===== config.mk =====
export PLATFORM = sky130hd
export DESIGN_NAME = stack_hint_tracker
export DESIGN_NICKNAME = d
export VERILOG_FILES = /design/src/rtl/sht_pkg.sv /design/src/rtl/sht_classify.sv /design/src/rtl/sht_hint_file.sv /design/src/rtl/stack_hint_tracker.sv
export SDC_FILE = /design/constraint.sdc
export NUM_CORES = 1
export LEC_CHECK = 0
export BUFFER_PORTS_ARGS = -buffer_cell sky130_fd_sc_hd__buf_2
export CAP_MARGIN = 20
export CORE_AREA = 3 3 75 113
export CTS_BUF_LIST = sky130_fd_sc_hd__clkbuf_8
export DETAILED_ROUTE_END_ITERATION = 6
export DIE_AREA = 0 0 78 116
export HOLD_SLACK_MARGIN = 0.15
export PLACE_DENSITY = 0.79
export SYNTH_ARGS = -nofsm -noshare
export SYNTH_HDL_FRONTEND = slang
export SYNTH_SLANG_ARGS = --single-unit

===== constraint.sdc =====
create_clock -name clk -period 4.69 [get_ports clk]
set_input_delay 0.7035 -clock clk [delete_from_list [all_inputs] [get_ports clk]]
set_output_delay 0.7035 -clock clk [all_outputs]
set_load 0.01 [all_outputs]

===== src/rtl/sht_pkg.sv =====
package sht_pkg;

    // Kind of retiring register write.
    typedef enum logic {
        WR_LOAD = 1'b0,
        WR_ALU  = 1'b1
    } wr_kind_e;

    // How a non-frame access is classified.
    typedef enum logic {
        MODE_RANGE = 1'b0,
        MODE_TLB   = 1'b1
    } cls_mode_e;

    // Registered per-access result.
    typedef struct packed {
        logic valid;
        logic stack;
        logic fault;
        logic retry;
    } result_t;

endpackage


===== src/rtl/sht_classify.sv =====
// Resolves whether one memory access targets the stack.
module sht_classify
    import sht_pkg::*;
#(
    parameter int XLEN     = 32,
    parameter int RIDX_W   = 5,
    parameter int RED_ZONE = 2092,
    parameter int SP_IDX   = 1,
    parameter int FP_IDX   = 2
) (
    input  logic [RIDX_W-1:0] base,
    input  logic [XLEN-1:0]   addr,
    input  logic [XLEN-1:0]   sp,
    input  logic              mode,
    input  logic              dtlb_hit,
    input  logic              stlb_hit,
    output logic              is_frame,
    output logic              stack,
    output logic              fault
);

    localparam logic [XLEN:0]     RED_EXT = (XLEN+1)'(RED_ZONE);
    localparam logic [RIDX_W-1:0] SP_SEL  = RIDX_W'(SP_IDX);
    localparam logic [RIDX_W-1:0] FP_SEL  = RIDX_W'(FP_IDX);

    logic [XLEN:0] addr_plus_red;
    logic          in_window;
    logic          tlb_says_stack;
    logic          tlb_says_heap;
    cls_mode_e     mode_e;

    assign mode_e = cls_mode_e'(mode);

    // addr > sp - RED_ZONE, evaluated without wrap-around.
    always_comb begin
        addr_plus_red = {1'b0, addr} + RED_EXT;
        in_window     = (addr_plus_red > {1'b0, sp});
    end

    always_comb begin
        is_frame       = (base == SP_SEL) || (base == FP_SEL);
        tlb_says_stack = !dtlb_hit &&  stlb_hit;
        tlb_says_heap  =  dtlb_hit && !stlb_hit;
        stack          = in_window;
        fault          = 1'b0;
        if (is_frame) begin
            stack = 1'b1;
            fault = (mode_e == MODE_TLB) && !stlb_hit;
        end else if (mode_e == MODE_TLB) begin
            if (tlb_says_stack) begin
                stack = 1'b1;
            end else if (tlb_says_heap) begin
                stack = 1'b0;
            end
        end
    end

endmodule


===== src/rtl/sht_hint_file.sv =====
// One hint bit per register, updated by retiring writes and access results.
module sht_hint_file
    import sht_pkg::*;
#(
    parameter int NREG   = 32,
    parameter int RIDX_W = 5
) (
    input  logic              clk,
    input  logic              rst_n,
    input  logic              wr_valid,
    input  logic              wr_kind,
    input  logic [RIDX_W-1:0] wr_rd,
    input  logic [RIDX_W-1:0] wr_rs1,
    input  logic [RIDX_W-1:0] wr_rs2,
    input  logic              upd_valid,
    input  logic [RIDX_W-1:0] upd_idx,
    input  logic              upd_val,
    output logic [NREG-1:0]   hints
);

    logic [NREG-1:0] hint_d;
    logic [NREG-1:0] hint_q;
    logic            alu_val;
    logic            wr_val;
    wr_kind_e        kind_e;

    assign kind_e = wr_kind_e'(wr_kind);

    // Sources are read from the registered state: same-cycle updates are not seen.
    always_comb begin
        alu_val = hint_q[wr_rs1] | hint_q[wr_rs2];
        wr_val  = (kind_e == WR_ALU) ? alu_val : 1'b0;
    end

    for (genvar g = 0; g < NREG; g++) begin : g_bit
        if (g == 0) begin : g_zero
            always_comb hint_d[g] = 1'b0;
        end else begin : g_live
            always_comb begin
                hint_d[g] = hint_q[g];
                if (upd_valid && (upd_idx == RIDX_W'(g))) begin
                    hint_d[g] = upd_val;
                end
                // Retire port has priority over the access update.
                if (wr_valid && (wr_rd == RIDX_W'(g))) begin
                    hint_d[g] = wr_val;
                end
            end
        end
    end

    always_ff @(posedge clk) begin
        if (!rst_n) begin
            hint_q <= '0;
        end else begin
            hint_q <= hint_d;
        end
    end

    assign hints = hint_q;

endmodule


===== src/rtl/stack_hint_tracker.sv =====
// Top: prediction, classification and registered per-access result.
module stack_hint_tracker
    import sht_pkg::*;
#(
    parameter int NREG     = 32,
    parameter int XLEN     = 32,
    parameter int RED_ZONE = 2092,
    parameter int SP_IDX   = 1,
    parameter int FP_IDX   = 2,
    localparam int RIDX_W  = $clog2(NREG)
) (
    input  logic              clk,
    input  logic              rst_n,
    input  logic              wr_valid,
    input  logic              wr_kind,
    input  logic [RIDX_W-1:0] wr_rd,
    input  logic [RIDX_W-1:0] wr_rs1,
    input  logic [RIDX_W-1:0] wr_rs2,
    input  logic              acc_valid,
    input  logic [RIDX_W-1:0] acc_base,
    input  logic [XLEN-1:0]   acc_addr,
    input  logic [XLEN-1:0]   acc_sp,
    input  logic              acc_mode,
    input  logic              dtlb_hit,
    input  logic              stlb_hit,
    output logic              acc_pred,
    output logic              res_valid,
    output logic              res_stack,
    output logic              res_fault,
    output logic              res_retry
);

    typedef struct packed {
        result_t res;
    } trk_state_t;

    trk_state_t      st_d;
    trk_state_t      st_q;
    logic [NREG-1:0] hint_vec;
    logic            cls_frame;
    logic            cls_stack;
    logic            cls_fault;

    sht_hint_file #(
        .NREG   (NREG),
        .RIDX_W (RIDX_W)
    ) u_hints (
        .clk       (clk),
        .rst_n     (rst_n),
        .wr_valid  (wr_valid),
        .wr_kind   (wr_kind),
        .wr_rd     (wr_rd),
        .wr_rs1    (wr_rs1),
        .wr_rs2    (wr_rs2),
        .upd_valid (acc_valid),
        .upd_idx   (acc_base),
        .upd_val   (cls_stack),
        .hints     (hint_vec)
    );

    sht_classify #(
        .XLEN     (XLEN),
        .RIDX_W   (RIDX_W),
        .RED_ZONE (RED_ZONE),
        .SP_IDX   (SP_IDX),
        .FP_IDX   (FP_IDX)
    ) u_classify (
        .base     (acc_base),
        .addr     (acc_addr),
        .sp       (acc_sp),
        .mode     (acc_mode),
        .dtlb_hit (dtlb_hit),
        .stlb_hit (stlb_hit),
        .is_frame (cls_frame),
        .stack    (cls_stack),
        .fault    (cls_fault)
    );

    // Frame registers always predict stack; others use their stored bit.
    assign acc_pred = cls_frame | hint_vec[acc_base];

    always_comb begin
        st_d = st_q;
        st_d.res.valid = acc_valid;
        st_d.res.stack = acc_valid & cls_stack;
        st_d.res.fault = acc_valid & cls_fault;
        st_d.res.retry = acc_valid & (cls_stack ^ acc_pred);
    end

    always_ff @(posedge clk) begin
        if (!rst_n) begin
            st_q <= '0;
        end else begin
            st_q <= st_d;
        end
    end

    assign res_valid = st_q.res.valid;
    assign res_stack = st_q.res.stack;
    assign res_fault = st_q.res.fault;
    assign res_retry = st_q.res.retry;

endmodule


==> key figures, run 1 <==
Synth
  – Post-synthesis area per instance: about 8 um2
  – Cell Area, Synth: roughly 0.0043 mm2
  – Netlist cell types: 57
  – Cells after synthesis: roughly 550
  – Largest area contributor in the synthesized netlist: dfxtp_1
  – Top cell type's share of synthesized area: 0.1628
  – Prevailing post-synth register cell: dfxtp_1
  – Most frequent cell after synthesis: nand2_1
  – Top cells by area, synth: dfxtp_1 (16%), ha_1 (9.6%), mux4_2 (8.9%)
  – YS warnings: 0
  – FF+latch count, synth: 35
  – Commonest cells in the netlist: nand2_1 (64), nor2_1 (44), inv_1 (42), dfxtp_1 (35), ha_1 (33)
  – Syn_nets: between 600 and 700
  – Post-synth ARST share: 0
  – Post-synthesis sequential area ratio: 0.1628
  – Number of flops mapped to enable cells by yosys: 0

Drt
  – DR WL/cell: ~18 um
  – DR vias: a little under 5000
  – DRC: 0
  – First-pass detailed-route iteration total: 5
  – Initial DRC count: roughly 540
  – Antenna-violating nets left: 0
  – Number of vias per cell: ~6.6
  – Post-Route WL: 13500 um

Die
  – Starting density of the core: 0.5654
  – # IOs: 97
  – Die area: 0.009048 mm2
  – Die width: slightly below 80 um
  – Die H: between 100 and 150 um
  – # rows: 39
  – Core Area: around 0.0076 mm2

Timing
  – Finish-stage setup viols: 0
  – Max_slew headroom: 0.3387
  – RSZ-0062 raised after global routing: no
  – Setup WS post-layout: about 300 ps
  – Worst hold margin: ~530 ps
  – Clock skew: ~11 ps
  – Final Hold Viols: 0
  – Setup tns final: 0 ps
  – Final count of pins violating max slew: 0
  – Crit path time final: between 4000 and 5000 ps
  – Maximum achievable frequency: ~230 MHz
  – Period utilisation layout: 0.9353
  – Least-Margin Pin Slew: slightly below 1000 ps

Worst setup path
  – CP endpoint kind: register
  – Crit path arrival time: 4560 ps
  – Worst reg-to-reg path cell count: 5
  – R2R setup slack: around 2100 ps
  – Crit path max fanout: 18
  – Startpoint types: primary input
  – Critical Path RT: around 4900 ps
  – Critical path class: primary input to register

Clock network
  – Insertion delay to the later sink of the worst-skew pair: 310 ps
  – Total CTS buffers: 5
  – Clock root cell: clkbuf_8
  – CTS sink cnt: 35
  – Cts repair resizes: 0
  – # hold bufs at CTS: 0
  – Reg clk slew, reported paths: ~80 ps
  – Postcts setup bufs: 0
  – CTS tree: built
  – H-tree lvl count: 2
  – Clock buffer depth: 2

Place
  – Gpl congestion: 0.9498
  – I/O Buffers: 96
  – Post-detail-place hpwl: around 11000 um
  – Placed Area: 0.004801 mm2
  – Setup WS pre-CTS: -42.03 ps

Global routing
  – Initial antenna violation count: 0
  – GRT Residual Overflow: 0
  – Vias in the first global route: between 4000 and 5000
  – Total Routing Usage GR: 0.3001
  – First-pass GRT wire length: about 21000 um
  – Largest net degree at the start of global routing: 36

Finish
  – Fin nets: 756
  – # diodes: 0
  – Share of cells above drive strength 1: 0.2168
  – Final instance area: between 0.004 and 0.005 mm2
  – Area Growth Syn to Fin: 14.97%

Pwr
  – Clock power share: 0.292
  – Sequential share of power: 0.359
  – Sw power: approximately 0.31 mW
  – Worst vdd ir: slightly above 0.00009 V
  – Logic pwr share: 0.349
  – Net Sw Frac: 0.3558
  – Pleak: approximately 2.1 nW
  – Total power per unit cell area: around 170 mW/mm2
  – Cell-internal power: 0.5531 mW

Run
  – Max Cap Viol: 0

Hold path
  – Hold Path Stages: 2
  – HP Class: register to register

Run status
  – Outcome: finished, final reports clean
[area by class of cell]
type,count,area (um2)
clock buffer,7,96.34
multi-input combinational,447,3356
inverter,43,161.4
clock inverter,1,3.754
timing repair buffer,99,503.0
tap,102,127.6
sequential,35,700.7
fill,698,2664
[worst paths after layout]
| check | from | end |
|---|---|---|
| setup / recovery | acc_addr[2] | u_hints.hints[22] |
| setup reg to reg | u_hints.hints[26] | u_hints.hints[2] |
| hold / removal | u_hints.hints[11] | u_hints.hints[11] |
| hold reg to reg | u_hints.hints[11] | u_hints.hints[11] |
[logic make-up (layout without fill, tap and decap cells)]
family          count (synthesis)  count (layout)  synth area share
fa+ha+maj                      33              33           0.09593
simple gates                  215             215            0.2471
buf+inv                        72             150           0.06860
compound gates                138             138            0.2218
flops                          35              35            0.1628
xor+xnor                       27              27           0.05494
mux                            34              34            0.1488
[worst max-delay path, stage by stage]
cell       delay [ps]
buf_2              90
inv_1              50
ha_1              220
nor2b_1           210
o2111a_1          240
o21a_1            180
nand3_1           180
nor2b_1           210
nand2_1            90
xnor2_1           120
ha_1              310
nand4_1           220
nor3_2            260
a31oi_1           110
a21o_1            200
nor4_2            320
o21ai_1           110
buf_4             210
a2111oi_0         400
o22ai_1           120
[sequential cells by signal, indices dropped and copies added (netlist names)]
register and flops:
u_hints.hints 31, res_stack 1, res_retry 1, res_valid 1, res_fault 1
[power groups by stage]
stage	clock, mW	combinational, mW	sequential [mW]
global route	0.261	0.331	0.309
CTS	0.250	0.290	0.308
finish	0.251	0.299	0.309
global placement	0	0.280	0.315
detailed placement	0	0.289	0.315
floorplan	0	0.187	0.314
[layout by cell type, fill, tap and decap left out, drive strengths merged, types with 3 or more instances in the layout]
cell type,instances
a2111oi,8
a211oi,3
a21o,4
a21oi,19
a221oi,3
a22oi,5
a31oi,12
a32oi,3
and2,3
and3,8
and4,3
buf,99
clkbuf,7
dfxtp,35
ha,33
inv,43
mux2i,10
mux4,22
nand2,65
nand2b,12
nand3,14
nand4,21
nor2,44
nor2b,13
nor3,18
nor4,6
o211ai,8
o21a,4
o21ai,28
o221ai,4
o22ai,17
o32ai,3
o41a,6
or4,5
xnor2,21
xor2,6
[metal layers]
layer | part of all wire | up-vias | track usage
met4 | 0.070 | 0 | 0.2287
li1 | - | 2260 | -
met2 | 0.51 | 282 | 0.5412
met1 | 0.34 | 2252 | 0.3130
met5 | 0 | - | 0
met3 | 0.078 | 58 | 0.04121
[per-stage QoR]
step                utilization  power, mW  std cells
detailed placement       0.6307     0.6039        726
CTS                      0.6438     0.8482        734
global placement         0.6307     0.5948        726
floorplan                     -     0.5008        554
finish                   0.6501     0.8586        734
global route             0.6501     0.9011        734
(Power assumes the default switching activity.)
==> run 2: changes to the inputs <==
--- a/config.mk
+++ b/config.mk
@@ -6,13 +6,12 @@
 export NUM_CORES = 1
 export LEC_CHECK = 0
 export BUFFER_PORTS_ARGS = -buffer_cell sky130_fd_sc_hd__buf_2
-export CAP_MARGIN = 20
-export CORE_AREA = 3 3 75 113
+export CORE_AREA = 3 3 89 134
 export CTS_BUF_LIST = sky130_fd_sc_hd__clkbuf_8
 export DETAILED_ROUTE_END_ITERATION = 6
-export DIE_AREA = 0 0 78 116
+export DIE_AREA = 0 0 92 137
 export HOLD_SLACK_MARGIN = 0.15
-export PLACE_DENSITY = 0.79
+export PLACE_DENSITY = 0.58
 export SYNTH_ARGS = -nofsm -noshare
 export SYNTH_HDL_FRONTEND = slang
 export SYNTH_SLANG_ARGS = --single-unit
==> key figures, run 2 (synthesis gave the netlist of run 1 again) <==
Run status
  – Outcome: finished, final reports clean (unchanged)

Worst setup path
  – R2R setup slack: 2060 ps (was 2070 ps)
  – Critical Path RT: 4860 ps (about the same)
  – Crit path max fanout: 18 (unchanged)
  – CP endpoint kind: register (unchanged)
  – CP Cell Sequence: buf_2 > inv_1 > ha_1 > nor2b_1 > o2111a_1 > o21a_1 > nand3_1 > nor2b_1 > nand2_1 > xnor2_1 > ha_1 > nand4_1 > nor3_1 > a31oi_1 > a21o_1 > nor4_1 > o21ai_1 > buf_4 > a2111oi_0 > o22ai_1 (was buf_2 > inv_1 > ha_1 > nor2b_1 > o2111a_1 > o21a_1 > nand3_1 > nor2b_1 > nand2_1 > xnor2_1 > ha_1 > nand4_1 > nor3_2 > a31oi_1 > a21o_1 > nor4_2 > o21ai_1 > buf_4 > a2111oi_0 > o22ai_1)
  – CP max stage cell: a2111oi_0 (unchanged)
  – Crit path arrival time: 4640 ps (was 4560 ps)
  – Critical path class: primary input to register (unchanged)
  – Startpoint types: primary input (unchanged)
  – Crit path largest cell delay: 440 ps (was 400 ps)

Finish
  – Share of cells above drive strength 1: 0.2082 (was 0.2168)
  – Max FFs per register: 31 (unchanged)
  – Post-route core utilization: 0.4542 (was 0.6501)
  – FILL cells: 1152 (was 698)
  – # diodes: 0 (unchanged)
  – Area Growth Syn to Fin: 15.44% (was 14.97%)
  – Most frequent cells in the layout: buf_2 (96), nand2_1 (64), nor2_1 (44) (was buf_2 (96), nand2_1 (63), nor2_1 (44))
  – Fin nets: 759 (was 756)
  – Commonest non-fill, non-tap cell in the layout: buf_2 (unchanged)

Drt
  – Number of vias per cell: 5.980 (was 6.610)
  – First-pass detailed-route iteration total: 5 (unchanged)
  – DR vias: 4670 (was 4852)
  – Antenna-violating nets left: 0 (unchanged)
  – Post-Route WL: 14270 um (was 13500 um)
  – DRC: 0 (unchanged)
  – DR WL/cell: 18.28 um (was 18.39 um)
  – Initial DRC count: 275 (was 536)

Pwr
  – Clock power share: 0.271 (was 0.292)
  – Pleak: 2.111 nW (was 2.109 nW)
  – Cell-internal power: 0.5370 mW (was 0.5531 mW)
  – Sw power: 0.2952 mW (was 0.3055 mW)
  – Sequential share of power: 0.372 (was 0.359)
  – Total power per unit cell area: 167.5 mW/mm2 (was 173.5 mW/mm2)
  – Worst vdd ir: 0.00008778 V (was 0.00009127 V)
  – Net Sw Frac: 0.3548 (was 0.3558)
  – Logic pwr share: 0.357 (was 0.349)

Global routing
  – Total Routing Usage GR: 0.2261 (was 0.3001)
  – Vias in the first global route: 4568 (was 4571)
  – GRT Residual Overflow: 0 (unchanged)
  – Largest net degree at the start of global routing: 36 (unchanged)
  – First-pass GRT wire length: 22600 um (was 21440 um)
  – Initial antenna violation count: 0 (unchanged)

Die
  – Die width: 92 um (was 78 um)
  – # IOs: 97 (unchanged)
  – Die H: 137 um (was 116 um)
  – Core Area: 0.01094 mm2 (was 0.007612 mm2)
  – Die area: 0.01260 mm2 (was 0.009048 mm2)
  – Starting density of the core: 0.3935 (was 0.5654)
  – # rows: 47 (was 39)

Timing
  – Finish-stage setup viols: 0 (unchanged)
  – Clock skew: 7.795 ps (was 10.91 ps)
  – Least-Margin Pin Slew: 987.0 ps (was 984.4 ps)
  – Max_slew headroom: 0.3369 (was 0.3387)
  – Crit path time final: 4471 ps (was 4386 ps)
  – Final count of pins violating max slew: 0 (unchanged)
  – Period utilisation layout: 0.9532 (was 0.9353)
  – Setup tns final: 0 ps (unchanged)
  – RSZ-0062 raised after global routing: no (unchanged)
  – Maximum achievable frequency: 223.7 MHz (was 228.0 MHz)
  – Final Hold Viols: 0 (unchanged)

Run
  – Max Cap Viol: 0 (unchanged)

Clock network
  – Clock buffer depth: 2 (unchanged)
  – H-tree lvl count: 2 (unchanged)
  – Total CTS buffers: 5 (unchanged)
  – Reg clk slew, reported paths: 70 ps (was 80 ps)
  – Clock root cell: clkbuf_8 (unchanged)
  – Insertion delay to the later sink of the worst-skew pair: 300 ps (was 310 ps)
  – CTS sink cnt: 35 (unchanged)
  – # hold bufs at CTS: 0 (unchanged)
  – CTS tree: built (unchanged)

Hold path
  – HP Class: register to register (unchanged)

Place
  – Post-detail-place hpwl: 11610 um (was 10830 um)
  – I/O Buffers: 96 (unchanged)
  – Gpl congestion: 0.9324 (was 0.9498)
## run 2: worst max-delay path: cells and delay by family
family,cells,cell delay (ps)
compound gates,7,1430
xor+xnor,1,120
fa+ha+maj,2,520
buf+inv,3,370
simple gates,7,1480
## run 2: worst paths after layout
kind,start,end,cells past startpoint
max,acc_addr[2],u_hints.hints[27],20
max reg2reg,u_hints.hints[26],u_hints.hints[7],6
min reg2reg,u_hints.hints[12],u_hints.hints[12],2
min,u_hints.hints[12],u_hints.hints[12],2
## run 2: final cells by class
class	count	area, um2	area share
Clock inverter	1	5.005	0.001007
Inverter	43	161.4	0.03249
Multi-Input combinational cell	447	3309	0.6661
Timing Repair Buffer	102	525.5	0.1058
Sequential cell	35	700.7	0.1410
Clock buffer	6	82.58	0.01662
Tap cell	147	183.9	0.03702
## run 2: layer usage
metal / GRT usage / vias to the layer above / share of wire
met2: 0.4297 / 212 / 0.51
met3: 0.03025 / 41 / 0.061
met4: 0.1231 / 0 / 0.046
met5: 0 / - / 0
li1: - / 2259 / -
met1: 0.2377 / 2158 / 0.38
## run 2: metrics by stage
stage               instances  hold WS, ps  setup slack (ps)  cell area (um2)  power, mW
global route              781        589.2             2.515             4969     0.8871
floorplan                 554        482.4             474.9             4304     0.5008
CTS                       781        551.5             309.2             4967     0.8373
finish                    781        566.1             219.3             4969     0.8322
detailed placement        774        542.1             3.490             4880     0.6103
global placement          774        526.1             202.7             4880     0.6046
## run 2: power groups by stage
stage | Combinational [mW] | Clock [mW] | Sequential (mW)
2_1_floorplan | 0.187 | 0 | 0.314
3_3_place_gp | 0.289 | 0 | 0.316
3_5_place_dp | 0.294 | 0 | 0.316
4_1_cts | 0.296 | 0.232 | 0.309
5_1_grt | 0.330 | 0.247 | 0.310
6_report | 0.297 | 0.226 | 0.309
## run 2: what timing repair did
item | CTS | global route
setup endpoints to repair | 0 | 1
gates resized for setup | 0 | 1
setup buffers | 0 | 0
==> run 3: changes to the inputs <==
--- a/config.mk
+++ b/config.mk
@@ -5,13 +5,14 @@
 export SDC_FILE = /design/constraint.sdc
 export NUM_CORES = 1
 export LEC_CHECK = 0
-export BUFFER_PORTS_ARGS = -buffer_cell sky130_fd_sc_hd__buf_2
+export BUFFER_PORTS_ARGS = -buffer_cell sky130_fd_sc_hd__buf_4
 export CORE_AREA = 3 3 89 134
 export CTS_BUF_LIST = sky130_fd_sc_hd__clkbuf_8
 export DETAILED_ROUTE_END_ITERATION = 6
 export DIE_AREA = 0 0 92 137
 export HOLD_SLACK_MARGIN = 0.15
 export PLACE_DENSITY = 0.58
+export SLEW_MARGIN = 0
 export SYNTH_ARGS = -nofsm -noshare
 export SYNTH_HDL_FRONTEND = slang
 export SYNTH_SLANG_ARGS = --single-unit
==> key figures, run 3 (synthesis gave the netlist of run 1 again) <==
Global routing
  – GRT Residual Overflow: 0 (unchanged)
  – Total Routing Usage GR: 0.2283 (was 0.2261)
  – Largest net degree at the start of global routing: 36 (unchanged)
  – Initial antenna violation count: 0 (unchanged)
  – First-pass GRT wire length: 22600 um (unchanged)
  – Vias in the first global route: 4473 (was 4568)

Worst setup path
  – Reg-to-reg endpoint: u_hints.hints[2] (was u_hints.hints[7])
  – Crit path max fanout: 18 (unchanged)
  – Critical path class: primary input to register (unchanged)
  – Crit path arrival time: 4520 ps (was 4640 ps)
  – Startpoint types: primary input (unchanged)
  – Worst reg-to-reg path cell count: 5 (was 6)
  – FF-to-FF Start: u_hints.hints[26] (unchanged)
  – Critical Path RT: 4880 ps (was 4860 ps)
  – R2R setup slack: 2030 ps (was 2060 ps)
  – CP endpoint kind: register (unchanged)

Timing
  – Clock skew: 15.23 ps (was 7.795 ps)
  – Period utilisation layout: 0.9242 (was 0.9532)
  – Final Hold Viols: 0 (unchanged)
  – Maximum achievable frequency: 230.7 MHz (was 223.7 MHz)
  – Finish-stage setup viols: 0 (unchanged)
  – Crit path time final: 4334 ps (was 4471 ps)
  – RSZ-0062 raised after global routing: yes (was no)
  – Setup tns final: 0 ps (unchanged)
  – Worst hold margin: 559.1 ps (was 566.1 ps)
  – Max_slew headroom: 0.2879 (was 0.3369)
  – Least-Margin Pin Slew: 1060 ps (was 987.0 ps)
  – Final count of pins violating max slew: 0 (unchanged)

Finish
  – Area Growth Syn to Fin: 21.95% (was 15.44%)
  – Fin nets: 759 (unchanged)
  – Commonest non-fill, non-tap cell in the layout: buf_4 (was buf_2)
  – Most frequent cells in the layout: buf_4 (102), nand2_1 (63), nor2_1 (44) (was buf_2 (96), nand2_1 (64), nor2_1 (44))
  – Final std cells w/o fill: 782 (was 781)
  – Max FFs per register: 31 (unchanged)
  – FILL cells: 1134 (was 1152)
  – # diodes: 0 (unchanged)
  – Final instance area: 0.005249 mm2 (was 0.004969 mm2)
  – Share of cells above drive strength 1: 0.2126 (was 0.2082)

Drt
  – Number of vias per cell: 5.957 (was 5.980)
  – DR WL/cell: 18.66 um (was 18.28 um)
  – DR vias: 4658 (was 4670)
  – Post-Route WL: 14600 um (was 14270 um)
  – Initial DRC count: 346 (was 275)
  – First-pass detailed-route iteration total: 5 (unchanged)
  – DRC: 0 (unchanged)
  – Antenna-violating nets left: 0 (unchanged)

Pwr
  – Pleak: 2.204 nW (was 2.111 nW)
  – Final Power: 0.9212 mW (was 0.8322 mW)
  – Logic pwr share: 0.348 (was 0.357)
  – Net Sw Frac: 0.3314 (was 0.3548)
  – Cell-internal power: 0.6159 mW (was 0.5370 mW)
  – Sw power: 0.3053 mW (was 0.2952 mW)
  – Sequential share of power: 0.336 (was 0.372)
  – Clock power share: 0.316 (was 0.271)
  – Total power per unit cell area: 175.5 mW/mm2 (was 167.5 mW/mm2)
  – Worst vdd ir: 0.00009155 V (was 0.00008778 V)

Die
  – Starting density of the core: 0.3935 (unchanged)
  – Core Area: 0.01094 mm2 (unchanged)
  – Die H: 137 um (unchanged)
  – # rows: 47 (unchanged)
  – Die width: 92 um (unchanged)
  – # IOs: 97 (unchanged)
  – Die area: 0.01260 mm2 (unchanged)

Clock network
  – Clock buffer depth: 2 (unchanged)
  – CTS sink cnt: 35 (unchanged)
  – Clock root cell: clkbuf_8 (unchanged)
  – Reg clk slew, reported paths: 80 ps (was 70 ps)
  – Postcts setup bufs: 0 (unchanged)
  – Total CTS buffers: 5 (unchanged)
  – H-tree lvl count: 2 (unchanged)
  – CTS tree: built (unchanged)
  – Insertion delay to the later sink of the worst-skew pair: 310 ps (was 300 ps)

Run status
  – Outcome: finished, final reports clean (unchanged)

Place
  – Gpl congestion: 0.9478 (was 0.9324)
  – Post-detail-place hpwl: 11880 um (was 11610 um)
  – Placed Area: 0.005120 mm2 (was 0.004880 mm2)
  – I/O Buffers: 96 (unchanged)
  – Placed insts: 774 (unchanged)

Hold path
  – Hold Startpoint: u_hints.hints[12] (unchanged)
  – Hold EP: u_hints.hints[12] (unchanged)
  – Hold Path Stages: 2 (unchanged)
  – HP Class: register to register (unchanged)

Run
  – Max Cap Viol: 0 (unchanged)
[run 3: cell types whose count changed in the layout (fill, tap and decap cells not counted)]
cell | before | now
nand2_1 | 64 | 63
a2111oi_0 | 7 | 5
bufinv_16 | 0 | 1
nor3_2 | 0 | 1
nand2_2 | 0 | 1
buf_4 | 6 | 102
buf_2 | 96 | 0
nor3_1 | 18 | 17
a2111oi_1 | 1 | 3
[run 3: power groups by stage]
stage	Sequential [mW]	Clock [mW]	Combinational, mW
3_3_place_gp	0.316	0	0.313
6_report	0.309	0.292	0.320
3_5_place_dp	0.316	0	0.317
5_1_grt	0.310	0.308	0.355
4_1_cts	0.309	0.297	0.318
2_1_floorplan	0.314	0	0.187
[run 3: layout make-up]
| type | count | area (um2) | area share |
|---|---|---|---|
| multi-input cells | 447 | 3319 | 0.6324 |
| flip-flops and latches | 35 | 700.7 | 0.1335 |
| clock buffers | 6 | 82.58 | 0.01573 |
| well taps | 147 | 183.9 | 0.03504 |
| clock inverters | 2 | 35.03 | 0.006675 |
| inverters | 43 | 161.4 | 0.03075 |
| repair buffers | 102 | 765.7 | 0.1459 |
[run 3: worst max path at each step]
stage                start                 to  slack (ps)  cells past startpoint
2_1_floorplan  acc_addr[2]  u_hints.hints[16]         470                     19
3_3_place_gp   acc_addr[2]  u_hints.hints[27]          80                     19
3_5_place_dp   acc_addr[2]  u_hints.hints[26]         -60                     18
4_1_cts        acc_addr[2]  u_hints.hints[26]         270                     18
5_1_grt        acc_addr[2]  u_hints.hints[22]          -9                     20
6_report       acc_addr[2]  u_hints.hints[26]         360                     20
[run 3: timing repair]
action	CTS	global route
hold endpoints to repair	0	0
resized for setup	0	5
hold buffers	0	0
endpoints found under the setup margin	0	7
[run 3: worst max-delay path, cell delays in order]
cell,delay [ps]
buf_4,80
inv_1,50
ha_1,210
nor2b_1,200
o2111a_1,240
o21a_1,220
nand3_1,120
nor2b_1,150
nand2_1,80
xnor2_1,130
ha_1,310
nand4_1,190
nor3_1,260
a31oi_1,120
a21o_1,210
nor4_1,370
o21ai_1,120
buf_4,210
a2111oi_0,420
o22ai_1,120
[run 3: per-stage QoR]
step,setup slack (ps),utilization
2_1_floorplan,474.9,-
3_3_place_gp,82.72,0.4681
3_5_place_dp,-62.72,0.4681
4_1_cts,267.1,0.4788
5_1_grt,-8.662,0.4799
6_report,355.6,0.4799
[run 3: layer usage]
metal / global-route usage / up-vias / part of all wire
li1: - / 2245 / -
met1: 0.2428 / 2127 / 0.36
met2: 0.4215 / 235 / 0.51
met3: 0.03245 / 51 / 0.072
met4: 0.1397 / 0 / 0.057
met5: 0 / - / 0
